===== config.mk =====
export PLATFORM = sky130hd
export DESIGN_NAME = trap_entry_seq
export DESIGN_NICKNAME = d
export VERILOG_FILES = /design/src/rtl/tes_pkg.sv /design/src/rtl/tes_prio.sv /design/src/rtl/tes_gate.sv /design/src/rtl/tes_vec.sv /design/src/rtl/trap_entry_seq.sv
export SDC_FILE = /design/constraint.sdc
export NUM_CORES = 1
export LEC_CHECK = 0
export CAP_MARGIN = 20
export CORE_MARGIN = 8
export CORE_UTILIZATION = 40
export DETAILED_ROUTE_END_ITERATION = 8
export DONT_BUFFER_PORTS = 1
export PLACE_DENSITY_LB_ADDON = 0.1
export SLEW_MARGIN = 10
export SYNTH_ARGS = -nofsm -noshare
export SYNTH_HDL_FRONTEND = slang
export SYNTH_HIERARCHICAL = 1
export SYNTH_SLANG_ARGS = --single-unit

===== constraint.sdc =====
create_clock -name clk_i -period 2.6 [get_ports clk_i]
set_input_delay 0.52 -clock clk_i [delete_from_list [all_inputs] [get_ports clk_i]]
set_output_delay 0.52 -clock clk_i [all_outputs]
set_load 0.03 [all_outputs]

===== src/rtl/tes_pkg.sv =====
package tes_pkg;
  typedef enum logic [1:0] {
    ST_IDLE  = 2'd0,
    ST_FETCH = 2'd1,
    ST_SWAP  = 2'd2,
    ST_HALT  = 2'd3
  } tes_state_e;

  typedef enum logic [1:0] {
    TC_IMM  = 2'd0,
    TC_ITER = 2'd1,
    TC_END  = 2'd2,
    TC_ENDX = 2'd3
  } tes_class_e;

  // may a source of this class enter now
  function automatic logic class_go(logic [1:0] cls, logic iter_bnd, logic insn_bnd);
    case (cls)
      TC_IMM:  class_go = 1'b1;
      TC_ITER: class_go = iter_bnd | insn_bnd;
      default: class_go = insn_bnd;
    endcase
  endfunction

  // does entry for this class cut the datapath short
  function automatic logic class_abort(logic [1:0] cls);
    class_abort = (cls == TC_IMM) || (cls == TC_ITER);
  endfunction
endpackage


===== src/rtl/tes_prio.sv =====
module tes_prio #(
  parameter int N_SRC = 4,
  parameter int SW    = 2
) (
  input  logic [N_SRC-1:0] pend_i,
  output logic             any_o,
  output logic [SW-1:0]    idx_o
);
  always_comb begin
    idx_o = '0;
    for (int i = N_SRC - 1; i >= 0; i--) begin
      if (pend_i[i]) idx_o = SW'(i);
    end
  end

  assign any_o = |pend_i;
endmodule


===== src/rtl/tes_gate.sv =====
module tes_gate
  import tes_pkg::*;
#(
  parameter int               N_SRC     = 4,
  parameter int               SW        = 2,
  parameter logic [2*N_SRC-1:0] CLASS_TAB = '0
) (
  input  logic [SW-1:0] idx_i,
  input  logic          iter_bnd_i,
  input  logic          insn_bnd_i,
  output logic          go_o,
  output logic          abort_o
);
  logic [1:0] cls_tab [N_SRC];
  logic [1:0] cls;

  for (genvar g = 0; g < N_SRC; g++) begin : g_cls
    assign cls_tab[g] = CLASS_TAB[2*g +: 2];
  end

  always_comb begin
    cls = TC_ENDX;
    for (int i = 0; i < N_SRC; i++) begin
      if (idx_i == SW'(i)) cls = cls_tab[i];
    end
  end

  assign go_o    = class_go(cls, iter_bnd_i, insn_bnd_i);
  assign abort_o = class_abort(cls);
endmodule


===== src/rtl/tes_vec.sv =====
module tes_vec #(
  parameter int             AW         = 12,
  parameter int             OPC_W      = 8,
  parameter int             SW         = 2,
  parameter logic [AW-1:0]  VEC_BASE   = 12'h040,
  parameter int             VEC_STRIDE = 2,
  parameter logic [OPC_W-1:0] SWAP_OP0 = 8'h8F,
  parameter logic [OPC_W-1:0] SWAP_OP1 = 8'h8A
) (
  input  logic [SW-1:0]    idx_i,
  output logic [AW-1:0]    addr_o,
  input  logic [OPC_W-1:0] op_i,
  output logic             legal_o,
  output logic             sel_o
);
  localparam logic [AW-1:0] STRIDE = AW'(VEC_STRIDE);

  assign addr_o  = VEC_BASE + (AW'(idx_i) * STRIDE);
  assign sel_o   = (op_i == SWAP_OP1);
  assign legal_o = (op_i == SWAP_OP0) || (op_i == SWAP_OP1);
endmodule


===== src/rtl/trap_entry_seq.sv =====
module trap_entry_seq
  import tes_pkg::*;
#(
  parameter int                 N_SRC      = 4,
  parameter int                 AW         = 12,
  parameter int                 OPC_W      = 8,
  parameter logic [AW-1:0]      VEC_BASE   = 12'h040,
  parameter int                 VEC_STRIDE = 2,
  parameter logic [AW-1:0]      IEX_VEC    = 12'h030,
  parameter logic [OPC_W-1:0]   SWAP_OP0   = 8'h8F,
  parameter logic [OPC_W-1:0]   SWAP_OP1   = 8'h8A,
  parameter logic [2*N_SRC-1:0] CLASS_TAB  = 8'h24,
  localparam int                SW         = (N_SRC > 1) ? $clog2(N_SRC) : 1
) (
  input  logic             clk_i,
  input  logic             rst_ni,
  input  logic [N_SRC-1:0] trap_req_i,
  input  logic             iter_bnd_i,
  input  logic             insn_bnd_i,
  output logic             abort_o,
  output logic             trap_active_o,
  output logic [SW-1:0]    trap_src_o,
  output logic             fetch_req_o,
  output logic [AW-1:0]    fetch_addr_o,
  input  logic             fetch_ack_i,
  input  logic [OPC_W-1:0] fetch_data_i,
  output logic             swap_go_o,
  output logic             swap_sel_o,
  input  logic             swap_done_i,
  input  logic             int_req_i,
  output logic             int_ack_o,
  output logic             fatal_o
);
  tes_state_e st_q, st_d;

  logic [N_SRC-1:0] pend_q, pend_clr;
  logic [AW-1:0]    addr_q, addr_d;
  logic [SW-1:0]    src_q;
  logic             iex_q, iex_d;
  logic             sel_q, sel_d;

  logic             any_pend, win_go, win_abort, take;
  logic [SW-1:0]    win_idx;
  logic [AW-1:0]    win_addr;
  logic             op_legal, op_sel;

  tes_prio #(.N_SRC(N_SRC), .SW(SW)) u_prio (
    .pend_i (pend_q),
    .any_o  (any_pend),
    .idx_o  (win_idx)
  );

  tes_gate #(.N_SRC(N_SRC), .SW(SW), .CLASS_TAB(CLASS_TAB)) u_gate (
    .idx_i      (win_idx),
    .iter_bnd_i (iter_bnd_i),
    .insn_bnd_i (insn_bnd_i),
    .go_o       (win_go),
    .abort_o    (win_abort)
  );

  tes_vec #(
    .AW(AW), .OPC_W(OPC_W), .SW(SW), .VEC_BASE(VEC_BASE),
    .VEC_STRIDE(VEC_STRIDE), .SWAP_OP0(SWAP_OP0), .SWAP_OP1(SWAP_OP1)
  ) u_vec (
    .idx_i   (win_idx),
    .addr_o  (win_addr),
    .op_i    (fetch_data_i),
    .legal_o (op_legal),
    .sel_o   (op_sel)
  );

  assign take     = (st_q == ST_IDLE) && any_pend && win_go;
  assign pend_clr = take ? (N_SRC'(1) << win_idx) : '0;

  // requests arriving during entry stay pending
  always_ff @(posedge clk_i or negedge rst_ni) begin
    if (!rst_ni) pend_q <= '0;
    else         pend_q <= (pend_q & ~pend_clr) | trap_req_i;
  end

  always_comb begin
    st_d   = st_q;
    addr_d = addr_q;
    iex_d  = iex_q;
    sel_d  = sel_q;
    case (st_q)
      ST_IDLE: begin
        if (take) begin
          st_d   = ST_FETCH;
          addr_d = win_addr;
          iex_d  = 1'b0;
        end
      end
      ST_FETCH: begin
        if (fetch_ack_i) begin
          if (op_legal) begin
            st_d  = ST_SWAP;
            sel_d = op_sel;
          end else if (iex_q) begin
            st_d = ST_HALT;
          end else begin
            addr_d = IEX_VEC;
            iex_d  = 1'b1;
          end
        end
      end
      ST_SWAP: begin
        if (swap_done_i) st_d = ST_IDLE;
      end
      default: st_d = ST_HALT;
    endcase
  end

  always_ff @(posedge clk_i or negedge rst_ni) begin
    if (!rst_ni) begin
      st_q   <= ST_IDLE;
      addr_q <= '0;
      src_q  <= '0;
      iex_q  <= 1'b0;
      sel_q  <= 1'b0;
    end else begin
      st_q   <= st_d;
      addr_q <= addr_d;
      iex_q  <= iex_d;
      sel_q  <= sel_d;
      if (take) src_q <= win_idx;
    end
  end

  assign abort_o       = take && win_abort;
  assign trap_active_o = (st_q != ST_IDLE);
  assign trap_src_o    = src_q;
  assign fetch_req_o   = (st_q == ST_FETCH);
  assign fetch_addr_o  = addr_q;
  assign swap_go_o     = (st_q == ST_SWAP);
  assign swap_sel_o    = sel_q;
  assign int_ack_o     = int_req_i && (st_q == ST_IDLE);
  assign fatal_o       = (st_q == ST_HALT);
endmodule


After elaboration in Yosys (flattened, before gate mapping):

Index checks and enable logic that the tools add are counted.
W data, S select, Z words.

* register bits after elaboration: 22
* input bits: 19
* word-level logic and storage cells: 68

* add/subtract/negate cells: 1
* equal/unequal tests: 15
* shifts and indexed selects: 1
* muxes and demuxes: 25
* bitwise operators: 4
* reduce and logical (&&, ||, !) cells: 16

Operators with widths (number)
* $mux W12: 4
* $mux W2: 13
* $pmux W12 S2: 1
* $eq A8 B8 Y1 const B: 2
* $add A7 B3 Y8 const A: 1
* $eq A2 B2 Y1 const B: 4
* $reduce_and A4 Y1: 2
* $eq A2 B1 Y1 const B: 3
* $logic_not A2 Y1: 3
* $ne A2 B2 Y1 const B: 3
* $pmux W2 S3: 1
* $reduce_and A5 Y1: 1
* $and A4 B4 Y4: 1
* $logic_and A1 B1 Y1: 4
* $mux W4: 1
* $ne A2 B1 Y1 const B: 2
* $not A4 Y4: 1
* $or A4 B4 Y4: 1
* $pmux W1 S2: 2
* $reduce_bool A2 Y1: 2
* $reduce_or A4 Y1: 1
* $shl A1 B2 Y4 const A: 1
* $mux W1: 3
* $ne A3 B1 Y1 const B: 1
* 3 further kinds: 4

Longest topological paths before layout:

Gate-level depths: netlist of the first run.

* depth in word-level cells: 16
* mapped depth: 11
* depth with buffers taken out: 9

Hierarchy:

The synthesis of the first run kept the hierarchy.

By module, submodules not included
* trap_entry_seq: times used 1, cells an instance 97, area each 973.4 um^2, seq. area each 550.5 um^2
* tes_vec: times used 1, cells an instance 20, area each 148.9 um^2, seq. area each 0.0 um^2
* tes_gate: times used 1, cells an instance 7, area each 56.3 um^2, seq. area each 0.0 um^2
* tes_prio: times used 1, cells an instance 7, area each 35.0 um^2, seq. area each 0.0 um^2

Worst setup path after synthesis of the first run:

OpenSTA, ideal clock, no wires.

* path kind: register to output
* start: register pend_q[0]
* end: output abort_o
* arrival: 2.183 ns
* data required time: 2.080 ns
* path slack: -0.103 ns
* cell stages (with the launch flop): 8
* path buffers: 1
* cells stage by stage: dfrtp_1 -> nor3_1 -> ha_1 -> o21ba_1 -> o32a_1 -> and4bb_1 -> buf_6 -> and2_1

* word-level cells in the longest chain between the ends: 10

RTL lines
* start: declaration: RTL line trap_entry_seq.sv:36 `logic [N_SRC-1:0] pend_q, pend_clr;`
* start signal: assignment: RTL line trap_entry_seq.sv:78 `else pend_q <= (pend_q & ~pend_clr) | trap_req_i;`
* $mux W2 (*): RTL line tes_prio.sv:12 `if (pend_i[i]) idx_o = SW'(i);`
* net win_idx[1]: RTL line trap_entry_seq.sv:43 `logic [SW-1:0] win_idx;`
* $logic_not A2 Y1: RTL line tes_gate.sv:24 `if (idx_i == SW'(i)) cls = cls_tab[i];`
* $mux W2 (3 in a row): RTL line tes_gate.sv:24
* $mux W2 (*): RTL line tes_gate.sv:24
* $eq A2 B1 Y1 / $logic_not A2 Y1 (equally long branches): RTL line tes_pkg.sv:18 `case (cls)`
* $pmux W1 S2 (*): RTL line tes_pkg.sv:18
* net win_go: RTL line trap_entry_seq.sv:42 `logic any_pend, win_go, win_abort, take;`
* $logic_and A1 B1 Y1 (*): RTL line trap_entry_seq.sv:72 `assign take = (st_q == ST_IDLE) && any_pend && win_go;`
* $logic_and A1 B1 Y1 (*): RTL line trap_entry_seq.sv:130 `assign abort_o = take && win_abort;`
* end: declaration: RTL line trap_entry_seq.sv:20 `output logic abort_o,`

Mark *: on every way through the listed nets, which the timed path passes. The rest lies on a longest branch.

Worst setup path in the final report of the first run:

Ends and elaborated chain as after synthesis.

==> results.md, run 1 <==
- Run status: finished with violations
- Violated checks: negative setup slack
- Worst Hold Margin: 0.309 ns
- Number of clock sinks seen by CTS: 22
- Fin crit share: 101%
- Post-placement setup slack: 0.163 ns
- Post-route antenna net violation count: 0
- Die height: ~71 microns
- Number of storage elements in the synthesis netlist: 22
- Endpoint kind of the worst setup timing path: output port
- Total area of multi-input combinational cells: 594 sq um
- Critical-path maximum fanout: 4
- Commonest cells post-synth: nand2_1, dfrtp_1, buf_4
- Number of max-slew violations in the final report: 0
- Internal: 606 uW
- Initial core utilization: 40.8%
- Post-detail-place hpwl: 1.85 mm
- Required time reported for the critical path endpoint: 2.08 ns
- Worst VDD drop: 0.000287 V
- Synth Instances: between 100 and 150
- Share of final-layout standard cells stronger than drive strength 1: ~18%
- 1st-pass router iterations: 4
- Main flop type after synthesis: dfrtp_1
- Row count: 20
- Logic gate share of total power: 26.1%
- Clk_lat worst skew: around 0.3 ns
- Number of antenna violations at the first check in global routing: 0
- Core area: slightly below 3000 sq um
- Power consumption: between 1000 and 1500 uW
- Wirelength, routed: 2.52 mm
- Class of the tightest hold or removal check: in -> reg
- Crit-path cells: nor3_4 -> ha_4 -> o21ba_1 -> o32a_1 -> and4bb_1 -> and2_4 -> buf_6
- Number of port buffers: 0
- Post-route minimum period: 2.62 ns
- Post-synth top area share: roughly 45%
- EDFF count, synth: 0
- Buffer depth of the longest clock path: 2
- Clock-pin slew on the worst setup and hold paths: between 0.1 and 0.15 ns
- Largest net degree at the start of global routing: 23
- Total cell area at the placement stage: 1220 sq um
- Remaining design rule violation count: 0
- Sequential fraction of the synthesis area: 45.4%
- Die X-Extent: between 70 and 80 microns
- Top post-synthesis cells by area: dfrtp_1, nand2_1, buf_4, o21ai_1, nor2_1
- Max Cap Violations: 0
- Number of global-route vias before repair: between 800 and 900
- Initial DRC count: 48
- Combined global-route utilization of all metal layers: about a tenth
- Top cell type by total area after synthesis: dfrtp_1
- CTS buffer count: 3
- Worst setup slack after layout: -0.0210 ns
- Proportion of register bits with asynchronous set or reset after synthesis: 100%
- Clock root cell: clkbuf_4
- Most numerous cell in the Yosys netlist: nand2_1
- Leak Pwr: 0.000559 uW
- Proportion of power drawn by flip-flops and latches: 60.5%
- Power per standard cell area: ~840 nW/um^2
- Delay of the slowest critical-path stage: 0.47 ns
- Worst Setup Path Type: reg -> out
- Relative slew margins: 45.5%
- Part of the total power dissipated in the clock network: 13.4%
- Gpl congestion: around 0.76
- Critical path startpoint category: flop
- Layout Area Growth over Synthesis: 8.87%
- Final setup skew: 0.00505 ns
- Dominant delay contributor by cell family on the critical path: simple AND/OR/NAND/NOR gates
- Maximum frequency from static timing analysis: approximately 380 MHz
- Arrival @ worst endpoint: 2.10 ns
- Count of pins on the block boundary: 40
- Final-stage net count: 159
- Sw Ratio: 45.5%
- Fill cell count: 295
- Total via count after detailed routing: between 800 and 900
- GRT overflow: 0
- P_sw: 507 uW
- Yosys warns: 6
- Wire length of the first global-routing pass: 4.28 mm
- Die ar.: 5050 sq um
- Mapped cell area: 1210 sq um
- Area used by sequential logic in the layout: roughly 550 sq um
- Actual slew at the worst max-slew pin: approximately 0.81 ns
- Critical-path cell with the highest stage delay: dfrtp_1
- CTS tree: done
- Via count normalized by instance count: approximately 4.9
- Number of distinct library cells after synthesis: 34
- Final Cell Area: ~1300 sq um
- CTS H-Tree Depth: 1
- Total count of hold-check failures in the final report: 0
- Total of endpoints with negative setup slack in the final report: 1
- Antenna cell count: 0
- RSZ-0062 raised after global routing: true
- Average routed wire per standard cell: 14.9 microns
- Buf/Inv on CP: 1
- Mean instance size in the synthesized netlist: 9.26 sq um
layout make-up:
class | count | area share (%)
Sequential cell | 22 | 41.8
Multi-Input combinational cell | 95 | 45.0
Tap cell | 33 | 3.12
Clock buffer | 3 | 1.70
Inverter | 6 | 1.70
Timing Repair Buffer | 10 | 6.72
worst paths after layout:
kind	start	endpoint	slack, ns	cells past startpoint
setup / recovery	pend_q[0]	abort_o	-0.02	7
hold / removal	trap_req_i[3]	pend_q[3]	0.31	1
setup reg to reg	pend_q[0]	fetch_addr_o[4]	0.47	7
hold reg to reg	iex_q	iex_q	0.56	1
max in group asynchronous	rst_ni	pend_q[3]	1.50	2
min in group asynchronous	rst_ni	fetch_addr_o[8]	0.63	1
power groups by stage:
stage | sequential [uW] | clock (uW) | combinational, uW
finish | 674 | 149 | 290
detailed placement | 686 | 0 | 278
global route | 692 | 172 | 328
global placement | 684 | 0 | 272
CTS | 680 | 159 | 292
floorplan | 653 | 0 | 252
placed cells by master (no fill, tap or decap), types with 2 or more instances in the layout:
cell,netlist,layout
nand2_1,31,31
dfrtp_1,22,21
o21ai_1,10,10
conb_1,2,10
buf_4,13,7
nor2_1,7,6
inv_1,6,5
nand2b_1,4,3
clkbuf_4,0,3
nand3b_1,2,2
a21o_1,2,2
nor2b_1,2,2
nand3_1,2,2
nor3_2,2,2
o21ai_0,2,2
o31a_1,2,2
routing by layer:
layer  vias to the layer above  GRT usage (%)  share of wire (%)  wire length, microns
met5                         -              0                  0                     0
met4                         0           4.16               0.60                    15
met3                         2           2.26                5.0                   126
met2                        16           17.7                 52                  1310
met1                       391           13.0                 42                  1060
li1                        421              -                  -                     -
worst register-to-register path, cell delays in order (launching register included):
cell,delay (ns)
dfrtp_1,0.47
nor3_4,0.30
ha_4,0.24
o21ba_1,0.16
o32a_1,0.18
and4bb_1,0.20
buf_4,0.21
o31a_1,0.29
repair_timing:
action / in CTS / in global routing
hold buffers: 1 / 0
endpoints found under the setup margin: 1 / 1
buffers inserted: 1 / 1
cloned: 0 / 0
pin swaps: 6 / 1
endpoints found under the hold margin: 22 / 0
resized for setup: 9 / 0
state kept, by name (all words and copies together) (netlist names):
register,flops
fetch_addr_o,12
pend_q,4
st_q,2
trap_src_o,2
iex_q,1
swap_sel_o,1
through the flow:
step	util, %	TNS [ns]	std cells
6_report	44.4	-0.0210	169
3_3_place_gp	40.9	0	162
4_1_cts	43.6	-0.0445	167
5_1_grt	44.4	-0.128	169
2_1_floorplan	-	0	139
3_5_place_dp	40.9	0	162
kinds of logic (layout without fill, tap and decap cells):
| logic type | after synthesis | count (layout) | share of synthesized area [%] |
|---|---|---|---|
| AOI/OAI and AO/OA | 23 | 23 | 13.6 |
| xor gates and xnor gates | 1 | 1 | 0.722 |
| adders and majority gates | 2 | 2 | 2.06 |
| buffers and inverters | 22 | 19 | 12.2 |
| DFF | 22 | 22 | 45.4 |
| muxes | 1 | 1 | 0.928 |
| other | 2 | 10 | 0.619 |
| and+or+nand+nor | 58 | 58 | 24.5 |
No activity file was read; power rests on OpenSTA's default activity.
==> run 2, diff against run 1 <==
Settings changed: CORE_ASPECT_RATIO set to 0.75.
Clock period 2.6 ns to 3.1 ns, I/O delays scaled along.
==> run 2 against run 1 <==
The run now ends clean. Final cell count is 0.59% higher. Sequential power shrank 16%. Core utilization is 0.62 points lower. Via count decreased by 0.48%. Count of clock-buffer cells in the layout did not move. Non-clock buffer count is 5 lower. Die area rose by 0.36%. Global-route usage shrank 0.050 points. Total power decreased by 5.4%. Clock skew is 0.0011 ns higher. Sequential share of layout area up 1.4 points. Critical path type unchanged. Largest cell class is now registers.
==> results.md, run 2 (synthesis results as in run 1) <==
- Run status: finished, final reports clean
- Global Route met1 Usage: ~12%
- Post-route minimum period: 2.83 ns
- Combined global-route utilization of all metal layers: a little over a tenth
- Endpoint kind of the worst setup timing path: output port
- Startpoint of the worst setup timing path: pend_q[2]
- Top Usage Layer GRT: met2
- Top library cells by usage in the layout, fill and taps aside: nand2_1, dfrtp_1, o21ai_1, conb_1, nor2_1
- Post-route antenna net violation count: 0
- Critical path startpoint category: flop
- Actual slew at the worst max-slew pin: 0.841 ns
- Number of port buffers: 0
- Total Negative Setup Slacks: 0 ns
- Arrival @ worst endpoint: 2.21 ns
- Clock-pin slew on the worst setup and hold paths: about 0.08 ns
- Via count normalized by instance count: 4.86
- Die X-Extent: about 80 microns
- Total via count after detailed routing: 826
- Number of global-route vias before repair: around 860
- Number of max-slew violations in the final report: 0
- RSZ-0062 raised after global routing: false
- Layout Area Growth over Synthesis: 5.05%
- FF-to-FF Start: pend_q[2]
- Required time reported for the critical path endpoint: 2.48 ns
- GR Layer Usage met2: around 18%
- Average routed wire per standard cell: 15.2 microns
- Critical-path cell with the highest stage delay: dfrtp_1
- Antenna cell count: 0
- Die height: roughly 64 microns
- Class of the tightest hold or removal check: in -> async
- Remaining design rule violation count: 0
- Global-route track usage on met3: 4.67%
- Wire length of the first global-routing pass: 4.33 mm
- Final-stage net count: 154
- Share of final-layout standard cells stronger than drive strength 1: about 11%
- Minimum setup slack among reg-to-reg paths: 0.85 ns
- Critical-path maximum fanout: 3
- Core area: 2910 sq um
- Row count: 17
- Leading cell type in the layout, fill and taps excluded: nand2_1
- Largest net degree at the start of global routing: 23
- Clk_lat worst skew: 0.26 ns
- Total count of hold-check failures in the final report: 0
- Number of clock sinks seen by CTS: 22
- Relative slew margins: 43.6%
- Crit-path cells: nand2b_1 -> a21oi_2 -> inv_1 -> ha_1 -> o21ba_1 -> o32a_1 -> and4bb_1 -> and2_1 -> buf_4
- Total cell area at the placement stage: 1200 sq um
- Initial DRC count: 33
- Number of buffers inserted for hold repair after clock tree synthesis: 0
- Max Cap Violations: 0
- Initial core utilization: 41.6%
- Worst Setup Path Type: reg -> out
- Maximum frequency from static timing analysis: 353 MHz
- Buffer depth of the longest clock path: 2
- CTS buffer count: 3
- Number of antenna violations at the first check in global routing: 0
- Dominant delay contributor by cell family on the critical path: simple AND/OR/NAND/NOR gates
- Die ar.: 5070 sq um
- Final Cell Area: between 1000 and 1500 sq um
- Clock root cell: clkbuf_8
- 1st-pass router iterations: 4
- Fin crit share: 91.3%
- Count of pins on the block boundary: 40
- Fill cell count: 288
- Post-detail-place hpwl: slightly below 2 mm
- Number of flip-flops in the largest register: 12
- Leak Pwr: 0.000535 uW
- Postcts setup bufs: 0
- CTS tree: done
- Buf/Inv on CP: 2
- Gpl congestion: 0.736
- Final setup skew: 0.00616 ns
- Post-cts sizing count: 0
- GRT overflow: 0
- Power per standard cell area: 826 nW/um^2
- Delay of the slowest critical-path stage: 0.40 ns
- CTS H-Tree Depth: 1
- Wirelength, routed: about 2.6 mm
- Worst VDD drop: between 0.0002 and 0.00025 V
- Total of endpoints with negative setup slack in the final report: 0
run 2: power by group:
part | switching [uW] | internal (uW)
Clock | 96.0 | 173
Combinational | 137 | 83.1
Sequential | 200 | 366
run 2: final timing paths:
path | to | depth (start not counted)
worst min-delay path | swap_sel_o | 0
worst max register to register | fetch_addr_o[2] | 10
worst min register to register | pend_q[2] | 1
max in group asynchronous | pend_q[3] | 0
worst max-delay path | abort_o | 9
min in group clk_i | pend_q[2] | 1
run 2: area by class of cell:
type,count,area [sq um],share of cell area [%]
inverters,6,22.5,1.77
repair buffers,5,37.5,2.94
clock buffers,3,41.3,3.24
flip-flops and latches,22,551,43.2
multi-input cells,95,546,42.8
well taps,38,47.5,3.73
clock inverters,1,30.0,2.36
run 2: metal layers:
metal | routed length (microns) | up-vias
met4 | 7 | 0
li1 | - | 412
met1 | 1110 | 397
met5 | 0 | -
met2 | 1280 | 15
met3 | 180 | 2
run 2: metrics by stage:
stage,cells,util [%],hold WS (ns),setup WS [ns],total power (uW)
2_1_floorplan,139,-,0.324,0.297,758
3_3_place_gp,166,41.3,0.325,0.620,790
3_5_place_dp,166,41.3,0.325,0.552,798
4_1_cts,170,43.8,0.0231,0.256,1070
5_1_grt,170,43.8,0.0197,0.0876,1110
6_report,170,43.8,0.0378,0.269,1050
run 2: worst reg2reg max path: stages (launching register included):
cell	delay, ns
dfrtp_1	0.40
nand2b_1	0.17
a21oi_2	0.15
inv_1	0.06
ha_1	0.22
o21ba_1	0.22
o32a_1	0.15
nand4bb_1	0.32
buf_4	0.30
nand2_1	0.07
o21ai_1	0.06
==> run 3, diff against run 2 <==
Settings changed: PLACE_DENSITY set to 0.52, PLACE_DENSITY_LB_ADDON 0.1 to not set.
==> run 3 against run 2 <==
Non-clock buffer count did not move. Count of clock-buffer cells in the layout is the same. Register-to-register slack got worse by 0.07 ns. Wire length shrank 0.74%. Sequential power is essentially flat.
==> results.md, run 3 (synthesis results as in run 1) <==
- Total count of hold-check failures in the final report: 0
- GRT overflow: 0
- Arrival @ worst endpoint: 2.26 ns
- Via count normalized by instance count: 4.81
- Number of buffers inserted for hold repair after clock tree synthesis: 0
- Cell seen most often among critical-path stages: buf_4
- Wirelength, routed: 2.56 mm
- Fin crit share: 93.0%
- Crit-path cells: nor3_2 -> buf_4 -> inv_1 -> ha_1 -> o32a_1 -> and4bb_1 -> and2_1 -> buf_4
- Top library cells by usage in the layout, fill and taps aside: nand2_1, dfrtp_1, o21ai_1, conb_1, nor2_1
- Proportion of power drawn by flip-flops and latches: 58.9%
- Relative slew margins: 43.0%
- Post-detail-place hpwl: 1.93 mm
- Layout Area Growth over Synthesis: 2.99%
- Number of port buffers: 0
- FF-to-FF Start: pend_q[2]
- Leading cell type in the layout, fill and taps excluded: nand2_1
- Total of endpoints with negative setup slack in the final report: 0
- Remaining design rule violation count: 0
- Die height: 63.7 microns
- Row count: 17
- P_sw: 419 uW
- Initial core utilization: a little over two fifths
- Power per standard cell area: about 760 nW/um^2
- Post-cts sizing count: 0
- Part of the total power dissipated in the clock network: 17.8%
- Sw Ratio: 43.9%
- Buffer depth of the longest clock path: 2
- Wire length of the first global-routing pass: approximately 4.1 mm
- Actual slew at the worst max-slew pin: between 0.8 and 0.9 ns
- CTS buffer count: 3
- Die ar.: 5070 sq um
- Post-route minimum period: approximately 2.9 ns
- Internal: 536 uW
- Total cell area at the placement stage: 1200 sq um
- Delay of the slowest critical-path stage: 0.42 ns
- Maximum frequency from static timing analysis: 347 MHz
- 1st-pass router iterations: 4
- Final setup skew: between 0.0015 and 0.002 ns
- Number of global-route vias before repair: 831
- Antenna cell count: 0
- Die X-Extent: 79.6 microns
- Utilization of the core after routing: a little over two fifths
- Required time reported for the critical path endpoint: 2.48 ns
- Total Negative Setup Slacks: 0 ns
- Worst Hold Margin: 0.0520 ns
- Count of pins on the block boundary: 40
- Logic gate share of total power: between 20% and 30%
- Critical-path cell with the highest stage delay: dfrtp_1
- Gpl congestion: ~0.65
- Clock root cell: clkbuf_8
- Initial DRC count: 57
- Final-stage net count: 154
- Minimum setup slack among reg-to-reg paths: 0.78 ns
- Final Cell Area: 1250 sq um
- Clock-pin slew on the worst setup and hold paths: around 0.070 ns
- Endpoint of the worst register-to-register path: fetch_addr_o[3]
- Worst VDD drop: 0.000290 V
- Class of the tightest hold or removal check: in -> async
- Number of antenna violations at the first check in global routing: 0
- Critical path startpoint category: flop
- Average routed wire per standard cell: approximately 15 microns
- Leak Pwr: ~0.00052 uW
- Max Cap Violations: 0
- CTS H-Tree Depth: 1
- Critical-path maximum fanout: 5
- Worst reg2reg path depth: 10
- CTS tree: done
- Number of clock sinks seen by CTS: 22
- Post-route antenna net violation count: 0
- RSZ-0062 raised after global routing: false
- Placed cells: 166
- Combined global-route utilization of all metal layers: between 10% and 20%
- Core area: ~3000 sq um
- Number of standard cells in the layout, taps in and fillers out: 169
- Postcts setup bufs: 0
- Buf/Inv on CP: 3
- Run status: finished, final reports clean
- Share of final-layout standard cells stronger than drive strength 1: between 10% and 20%
- Number of flip-flops in the largest register: 12
- Worst Setup Path Type: reg -> out
- Clk_lat worst skew: 0.25 ns
- Endpoint kind of the worst setup timing path: output port
- Number of max-slew violations in the final report: 0
- Total via count after detailed routing: slightly above 800
- Dominant delay contributor by cell family on the critical path: simple AND/OR/NAND/NOR gates
- Largest net degree at the start of global routing: 23
-- run 3: routing by layer --
layer	global-route usage (%)	up-vias	part of all wire, %
met3	5.52	0	9.2
li1	-	412	-
met2	16.5	21	48
met5	0	-	0
met4	1.15	0	0
met1	11.9	380	42
-- run 3: worst max path at each step --
stage / start / to / cells past startpoint
2_1_floorplan: pend_q[0] / abort_o / 7
3_3_place_gp: pend_q[0] / abort_o / 8
3_5_place_dp: pend_q[0] / abort_o / 8
4_1_cts: pend_q[0] / abort_o / 8
5_1_grt: pend_q[0] / abort_o / 8
6_report: pend_q[0] / abort_o / 8
-- run 3: power groups by stage --
stage / Sequential (uW) / Combinational (uW) / Clock [uW]
2_1_floorplan: 547 / 211 / 0
3_3_place_gp: 573 / 218 / 0
3_5_place_dp: 573 / 225 / 0
4_1_cts: 568 / 225 / 179
5_1_grt: 580 / 252 / 193
6_report: 562 / 223 / 170
-- run 3: area by class of cell --
| cell class | instances | area [sq um] |
|---|---|---|
| tap | 38 | 47.5 |
| multi-input combinational | 95 | 551 |
| inverter | 6 | 22.5 |
| fill | 296 | 1660 |
| timing repair buffer | 5 | 37.5 |
| sequential | 22 | 551 |
| clock buffer | 3 | 41.3 |
-- run 3: stage by stage --
step | power (uW) | setup slack (ns)
CTS | 972 | 0.0979
detailed placement | 798 | 0.401
global route | 1020 | 0.109
floorplan | 758 | 0.297
global placement | 791 | 0.489
finish | 955 | 0.216
